==> src/rtl/wfic_pkg.sv <==
package wfic_pkg;
    // Register word addresses
    localparam logic [2:0] A_CTRL  = 3'd0;
    localparam logic [2:0] A_QSTAT = 3'd1;
    localparam logic [2:0] A_MASK  = 3'd2;
    localparam logic [2:0] A_ISTAT = 3'd3;
    localparam logic [2:0] A_TXP   = 3'd4;
    localparam logic [2:0] A_RXP   = 3'd5;
    // Interrupt cause bit positions
    localparam int B_PKT   = 7;
    localparam int B_ALL   = 6;
    localparam int B_OVF   = 5;
    localparam int B_UNF   = 4;
    localparam int B_NACK  = 3;
    localparam int B_ARB   = 2;
    localparam int B_TXREQ = 1;
    localparam int B_RXREQ = 0;
    // Causes held until written with one; the rest follow queue level
    localparam logic [7:0] STICKY = 8'hFC;
    // Control field positions
    localparam int C_RXFL = 0;
    localparam int C_TXFL = 1;
    localparam int C_RXTRIG = 2;
    localparam int C_TXTRIG = 5;
endpackage

==> src/rtl/word_fifo.sv <==
// Synchronous word queue with flush.
// Assumes: a push while full and a pop while empty are ignored (the caller
// flags them); flush wins over push and pop in the same cycle.
module word_fifo #(
    parameter int W     = 32,
    parameter int DEPTH = 8
) (
    input  logic                         clk,
    input  logic                         rst_n,
    input  logic                         flush,
    input  logic                         push,
    input  logic [W-1:0]                 wdata,
    input  logic                         pop,
    output logic [W-1:0]                 rdata,
    output logic [$clog2(DEPTH+1)-1:0]   count,
    output logic                         full,
    output logic                         empty
);
    localparam int PTR_W = (DEPTH > 1) ? $clog2(DEPTH) : 1;
    localparam int CNT_W = $clog2(DEPTH+1);
    localparam logic [PTR_W-1:0] LAST = PTR_W'(DEPTH-1);
    localparam logic [CNT_W-1:0] FULLC = CNT_W'(DEPTH);

    logic [W-1:0]     mem [DEPTH];
    logic [PTR_W-1:0] wp, rp;
    logic             do_push, do_pop;

    assign full    = (count == FULLC);
    assign empty   = (count == '0);
    assign do_push = push && !full && !flush;
    assign do_pop  = pop && !empty && !flush;
    assign rdata   = empty ? '0 : mem[rp];

    // Storage write, no reset needed
    always_ff @(posedge clk) begin
        if (do_push) mem[wp] <= wdata;
    end

    // Pointer and occupancy tracking
    always_ff @(posedge clk) begin
        if (!rst_n || flush) begin
            wp    <= '0;
            rp    <= '0;
            count <= '0;
        end else begin
            if (do_push) wp <= (wp == LAST) ? '0 : wp + 1'b1;
            if (do_pop)  rp <= (rp == LAST) ? '0 : rp + 1'b1;
            if (do_push && !do_pop)      count <= count + 1'b1;
            else if (do_pop && !do_push) count <= count - 1'b1;
        end
    end
endmodule

==> src/rtl/irq_cause_reg.sv <==
// Interrupt status word and registered interrupt line.
// Assumes: sticky bits set on events and clear on write-one, set wins;
// level bits pass straight through; bit PKT_BIT ignores the mask.
module irq_cause_reg #(
    parameter int          NCAUSE  = 8,
    parameter logic [7:0]  STICKY  = 8'hFC,
    parameter int          PKT_BIT = 7
) (
    input  logic              clk,
    input  logic              rst_n,
    input  logic [NCAUSE-1:0] set_vec,
    input  logic [NCAUSE-1:0] clr_vec,
    input  logic [NCAUSE-1:0] lvl_vec,
    input  logic [NCAUSE-1:0] mask,
    output logic [NCAUSE-1:0] status,
    output logic              irq
);
    logic [NCAUSE-1:0] held;

    assign status = (held & STICKY[NCAUSE-1:0]) | (lvl_vec & ~STICKY[NCAUSE-1:0]);

    // Sticky cause capture with write-one clear
    always_ff @(posedge clk) begin
        if (!rst_n) held <= '0;
        else        held <= ((held & ~clr_vec) | set_vec) & STICKY[NCAUSE-1:0];
    end

    // Registered interrupt line
    always_ff @(posedge clk) begin
        if (!rst_n) irq <= 1'b0;
        else        irq <= (|(status & mask)) | status[PKT_BIT];
    end
endmodule

==> src/rtl/word_fifo_irq_ctrl.sv <==
// Transmit/receive word queues with control, level and interrupt registers.
// Assumes: DEPTH <= 15 so counts fit the 4-bit status fields; single-cycle
// register strobes; read data is combinational and RX-port reads pop.
module word_fifo_irq_ctrl
    import wfic_pkg::*;
#(
    parameter int DATA_W = 32,
    parameter int DEPTH  = 8,
    parameter int TRIG_W = 3
) (
    input  logic              clk,
    input  logic              rst_n,
    input  logic              reg_wr,
    input  logic              reg_rd,
    input  logic [2:0]        reg_addr,
    input  logic [31:0]       reg_wdata,
    output logic [31:0]       reg_rdata,
    input  logic              eng_tx_pop,
    output logic [DATA_W-1:0] eng_tx_data,
    output logic              eng_tx_avail,
    input  logic              eng_rx_push,
    input  logic [DATA_W-1:0] eng_rx_data,
    input  logic              eng_pkt_done,
    input  logic              eng_all_done,
    input  logic              eng_nack,
    input  logic              eng_arb_lost,
    output logic              irq
);
    localparam int CNT_W = $clog2(DEPTH+1);
    localparam int CMP_W = (CNT_W > TRIG_W ? CNT_W : TRIG_W) + 1;
    localparam logic [CNT_W-1:0] DEPTHC = CNT_W'(DEPTH);

    logic [TRIG_W-1:0] trig_tx, trig_rx;
    logic              flush_tx, flush_rx;
    logic [7:0]        mask_q, status, set_vec, clr_vec, lvl_vec;
    logic [CNT_W-1:0]  tx_count, rx_count, tx_free;
    logic              tx_full, tx_empty, rx_full, rx_empty;
    logic [DATA_W-1:0] rx_head;
    logic              wr_ctrl, wr_txp, rd_rxp, ovf_ev, unf_ev;

    assign wr_ctrl = reg_wr && reg_addr == A_CTRL;
    assign wr_txp  = reg_wr && reg_addr == A_TXP && !flush_tx;
    assign rd_rxp  = reg_rd && reg_addr == A_RXP && !flush_rx;
    assign ovf_ev  = wr_txp && tx_full;
    assign unf_ev  = rd_rxp && rx_empty;
    assign tx_free = DEPTHC - tx_count;

    // Control fields and self-clearing flush requests
    always_ff @(posedge clk) begin
        if (!rst_n) begin
            trig_tx  <= '0;
            trig_rx  <= '0;
            flush_tx <= 1'b0;
            flush_rx <= 1'b0;
        end else if (wr_ctrl) begin
            trig_tx  <= reg_wdata[C_TXTRIG +: TRIG_W];
            trig_rx  <= reg_wdata[C_RXTRIG +: TRIG_W];
            flush_tx <= reg_wdata[C_TXFL];
            flush_rx <= reg_wdata[C_RXFL];
        end else begin
            flush_tx <= 1'b0;
            flush_rx <= 1'b0;
        end
    end

    // Interrupt enable mask
    always_ff @(posedge clk) begin
        if (!rst_n)                             mask_q <= '0;
        else if (reg_wr && reg_addr == A_MASK)  mask_q <= reg_wdata[7:0];
    end

    word_fifo #(.W(DATA_W), .DEPTH(DEPTH)) u_txq (
        .clk(clk), .rst_n(rst_n), .flush(flush_tx),
        .push(wr_txp), .wdata(reg_wdata[DATA_W-1:0]),
        .pop(eng_tx_pop), .rdata(eng_tx_data),
        .count(tx_count), .full(tx_full), .empty(tx_empty)
    );

    word_fifo #(.W(DATA_W), .DEPTH(DEPTH)) u_rxq (
        .clk(clk), .rst_n(rst_n), .flush(flush_rx),
        .push(eng_rx_push), .wdata(eng_rx_data),
        .pop(rd_rxp), .rdata(rx_head),
        .count(rx_count), .full(rx_full), .empty(rx_empty)
    );

    assign eng_tx_avail = !tx_empty;

    // Cause vectors for the status word
    always_comb begin
        set_vec         = '0;
        set_vec[B_PKT]  = eng_pkt_done;
        set_vec[B_ALL]  = eng_all_done;
        set_vec[B_OVF]  = ovf_ev;
        set_vec[B_UNF]  = unf_ev;
        set_vec[B_NACK] = eng_nack;
        set_vec[B_ARB]  = eng_arb_lost;
        clr_vec = (reg_wr && reg_addr == A_ISTAT) ? reg_wdata[7:0] : 8'h00;
        lvl_vec          = '0;
        lvl_vec[B_TXREQ] = CMP_W'(tx_free)  >= CMP_W'(trig_tx) + CMP_W'(1);
        lvl_vec[B_RXREQ] = CMP_W'(rx_count) >= CMP_W'(trig_rx) + CMP_W'(1);
    end

    irq_cause_reg #(.NCAUSE(8), .STICKY(STICKY), .PKT_BIT(B_PKT)) u_irq (
        .clk(clk), .rst_n(rst_n), .set_vec(set_vec), .clr_vec(clr_vec),
        .lvl_vec(lvl_vec), .mask(mask_q), .status(status), .irq(irq)
    );

    // Register read multiplexer
    always_comb begin
        reg_rdata = '0;
        case (reg_addr)
            A_CTRL: begin
                reg_rdata[C_TXTRIG +: TRIG_W] = trig_tx;
                reg_rdata[C_RXTRIG +: TRIG_W] = trig_rx;
                reg_rdata[C_TXFL] = flush_tx;
                reg_rdata[C_RXFL] = flush_rx;
            end
            A_QSTAT: begin
                reg_rdata[7:4] = 4'(tx_free);
                reg_rdata[3:0] = 4'(rx_count);
            end
            A_MASK:  reg_rdata[7:0] = mask_q;
            A_ISTAT: reg_rdata[7:0] = status;
            A_RXP:   reg_rdata[DATA_W-1:0] = rx_head;
            default: reg_rdata = '0;
        endcase
    end
endmodule

==> config.mk <==
export PLATFORM = sky130hd
export DESIGN_NAME = word_fifo_irq_ctrl
export DESIGN_NICKNAME = d
export VERILOG_FILES = /design/src/rtl/wfic_pkg.sv /design/src/rtl/word_fifo.sv /design/src/rtl/irq_cause_reg.sv /design/src/rtl/word_fifo_irq_ctrl.sv
export SDC_FILE = /design/constraint.sdc
export NUM_CORES = 1
export LEC_CHECK = 0
export BUFFER_PORTS_ARGS = -buffer_cell sky130_fd_sc_hd__buf_2
export CAP_MARGIN = 10
export CORE_MARGIN = 2
export CORE_UTILIZATION = 60
export DETAILED_ROUTE_END_ITERATION = 16
export MAX_ROUTING_LAYER = met4
export PLACE_DENSITY = 0.87
export SYNTH_ARGS = -nofsm -noshare
export SYNTH_HDL_FRONTEND = slang
export SYNTH_SLANG_ARGS = --single-unit
==> constraint.sdc <==
create_clock -name clk -period 10.5 [get_ports clk]
set_input_delay 1.05 -clock clk [delete_from_list [all_inputs] [get_ports clk]]
set_output_delay 1.05 -clock clk [all_outputs]
set_load 0.02 [all_outputs]
==> results.py <==
metrics = {
    "synth": {
        "synthMuxAreaShare": 0.162,
        "avgSynthCellArea_um2": 19.6,
        "synth.largest_area_cell": "edfxtp_1",
        "synthArstFlopShare": 0,
        "synth_top_flop_cell": "edfxtp_1",
        "yosysTopAreaCellShare": 0.693,
        "syn_nets": 1239,
        "syn-instance-count": 1135,
        "synth_warnings": 0,
        "synth_xor_area_frac": 0.00316,
        "seq_area_frac_synth": 0.737,
        "synth_area_mm2": 0.0222,
        "ys_seq_elements": 561,
        "ys_top_cells_by_area": "edfxtp_1 (69%), mux4_2 (13%), dfxtp_1 (4.4%), mux2i_1 (2.5%), ha_1 (1.4%)",
        "synth_compound_area_frac": 0.0195,
        "ys_types": 52,
        "synth_top_family_by_area": "multiplexers",
        "synth-edff-count": 512,
        "synth_fa_ha_area_frac": 0.0159,
        "yosys.area_share.simple": 0.0462,
    },
    "routing": {
        "viasPerCell": 6.38,
        "drc_errors": 0,
        "drtAntennaViolNets": 0,
        "dr.pass1.iters": 5,
        "wl_per_cell_um": 27.3,
        "wirelength_um": 49600,
        "drt_iter0_markers": 977,
        "dr_total_vias": 11612,
    },
    "timing": {
        "worstMarginPinSlew_ns": 1.09,
        "worst_slack_ns": 6.19,
        "finalCritPeriodShare": 0.411,
        "finalSetupViolCount": 0,
        "timing.setup.tns_ns": 0,
        "slew_viol_final": 0,
        "skew_ns": 0.0278,
        "slew_headroom": 0.271,
        "rsz0062_at_grt": "no",
        "worst_hold_slack_ns": 0.500,
        "hold_viol_final": 0,
        "min_period_ns": 4.31,
        "fmax_ghz": 0.232,
    },
    "clock_tree": {
        "post-cts-setup-buffer-count": 0,
        "cts-root-buf": "clkbuf_16",
        "cts_tree": "done",
        "clock_latency_ns": 0.60,
        "numCtsBuffers": 52,
        "cts_buffer_depth": 3,
        "post_cts_resized": 0,
        "cts_sinks": 561,
        "path_clk_slew_ns": 0.07,
        "htreeDepth": 2,
        "hold_buffers": 0,
    },
    "final_layout": {
        "fill_cells": 2075,
        "finalNetCount": 1404,
        "drive_above_1_share": 0.305,
        "syn2layout_area_growth_pct": 14.0,
        "finish.instance_area_mm2": 0.0253,
    },
    "setup_path": {
        "crit_arrival_ns": 3.26,
        "required_ns": 9.45,
        "end_kind": "output port",
        "reg2reg_depth": 14,
        "worstReg2RegEnd": "u_txq.count[3]$_SDFFE_PP0P_",
        "cp_slowest_stage_delay_ns": 0.76,
        "r2r_start": "u_txq.count[0]$_SDFFE_PP0P_",
        "crit_path_start_kind": "flop",
        "crit_fanout": 26,
        "r2r_setup_slack_ns": 6.94,
        "crit_end": "reg_rdata[0]",
        "critPathKind": "flop to output port",
        "crit_chain": "buf_4, inv_1, nor3_2, a22oi_1, o221ai_1, buf_2",
        "cp_slowest_cell": "nor3_2",
    },
    "pwr": {
        "p_total_mw": 5.46,
        "p_leak_nw": 8.39,
        "power_density_mw_per_mm2": 216,
        "max-vdd-ir-drop_mv": 0.183,
    },
    "placement": {
        "place_ws_ns": 6.70,
        "gp_congestion": 0.861,
        "io_buffers": 142,
        "hpwl_um": 25900,
        "placed_cell_area_mm2": 0.0235,
    },
    "floorplanning": {
        "coreArea_mm2": 0.0365,
        "die_area_mm2": 0.0386,
        "die_w_um": 196,
        "io_pins": 143,
        "dieHeight_um": 196,
        "num_rows": 70,
        "initial_utilization": 0.608,
    },
    "global_routing": {
        "grt_first_pass_wirelength_um": 74500,
        "grt_use_total": 0.273,
        "overflow": 0,
        "grt_max_degree": 65,
        "antenna_found_initial": 8,
        "grt_pass1_vias": 12144,
    },
    "min_path": {
        "hold_path.class": "flop to flop",
    },
    "status": {
        "status": "completed",
    },
    "flow_run": {
        "cap_violations": 0,
    },
}
cell usage in the layout (no fill, tap or decap), types with 5 or more instances in the layout:
cell	netlist	routed
nor3_2	4	8
buf_2	14	142
nor2b_1	19	19
nor3b_2	1	6
nand2_1	68	68
clkinv_1	0	7
clkbuf_1	19	10
edfxtp_1	512	512
ha_1	25	25
mux4_2	130	130
nand2b_1	5	5
diode_2	0	8
clkbuf_16	0	56
clkbuf_8	0	6
mux2i_1	55	55
xnor2_1	6	6
nand3_1	7	7
clkinv_2	0	9
nor2_1	63	60
a22oi_1	5	5
inv_1	18	18
bufinv_16	0	5
dfxtp_1	49	44
buf_4	7	23
a21oi_1	42	42
report_power, final:
| part | total [mW] | internal (mW) | leakage [nW] | switching (mW) |
|---|---|---|---|---|
| logic | 0.912 | 0.376 | 2.49 | 0.535 |
| registers | 2.59 | 2.52 | 5.03 | 0.0710 |
| clock network | 1.95 | 1.14 | 0.875 | 0.814 |
cell families (layout without fill, tap and decap cells):
kind of cell,Yosys count,after routing
XOR/XNOR,8,8
AND/OR/NAND/NOR,205,205
multiplexers,191,191
other,0,8
buffers and inverters,73,281
adder cells (fa/ha/maj),27,27
AO/OA/AOI/OAI,70,70
flip-flops,561,561
routing by layer:
metal,GRT usage,wire (um),vias up
met5,-,0,-
met4,0.122,2010,0
met3,0.0524,3950,138
met2,0.457,26000,656
met1,0.326,17600,5922
li1,-,-,4896
area by class of cell:
type                            instances  area, um2  area share
Tap cell                              468        586      0.0231
Timing Repair Buffer                  165        883      0.0349
Antenna cell                            8       20.0    0.000791
Multi-Input combinational cell        501       5590       0.221
Inverter                               19       71.3     0.00282
Sequential cell                       561      16400       0.647
Clock buffer                           72       1520      0.0601
Clock inverter                         25        264      0.0104
synthesized netlist by cell type (3+ instances only):
library cell,instances
a22oi_1,5
a221o_1,4
nor3_2,4
edfxtp_1,512
a21o_1,3
inv_1,18
mux2i_1,55
o2bb2ai_1,3
buf_6,3
dfxtp_1,49
nor3_1,7
nand2b_1,5
xnor2_1,6
clkbuf_1,19
mux4_1,4
ha_1,25
buf_4,7
nand3_1,7
o221ai_1,3
buf_1,10
and2_1,4
and3_1,3
nor2_1,63
nand2_1,68
nor3b_1,6
a21oi_1,42
buf_2,14
or3_1,3
nor2b_1,19
mux4_2,130
worst min-delay path by stage:
stage                                   startpoint                       end  slack, ns  cells past startpoint
final                     u_txq.rp[0]$_SDFFE_PP0P_                      flop       0.50                      2
after detailed placement  u_txq.rp[0]$_SDFFE_PP0P_                      flop       0.48                      2
after CTS                 u_txq.rp[0]$_SDFFE_PP0P_                      flop       0.50                      2
after global placement    u_txq.wp[0]$_SDFFE_PP0P_  u_txq.wp[0]$_SDFFE_PP0P_       0.47                      2
after floorplan           u_txq.rp[0]$_SDFFE_PP0P_                      flop       0.46                      2
after global routing      u_txq.rp[0]$_SDFFE_PP0P_                      flop       0.54                      2
critical path, delay by kind of cell (launching register included):
kind / cells / cell delay, ns
and+or+nand+nor: 1 / 0.76
DFF: 1 / 0.32
buffers and inverters: 3 / 1.22
AOI/OAI and AO/OA: 2 / 0.38
state kept, by name, indices dropped and copies added (netlist names), named ones only:
| name | count |
|---|---|
| flush_tx | 1 |
| u_irq.irq | 1 |
| u_txq.mem | 256 |
| trig_tx | 3 |
| trig_rx | 3 |
| u_rxq.rp | 3 |
| u_rxq.wp | 3 |
| u_txq.wp | 3 |
| u_rxq.mem | 256 |
| flush_rx | 1 |
| u_irq.held | 6 |
| u_txq.count | 4 |
| mask_q | 8 |
| u_txq.rp | 3 |
| u_rxq.count | 4 |
stage by stage:
stage               utilization  instances
CTS                       0.692       1811
floorplan                     -       1135
global placement          0.643       1714
global route              0.693       1819
finish                    0.693       1819
detailed placement        0.643       1714
No activity file was read; power rests on OpenSTA's default activity.
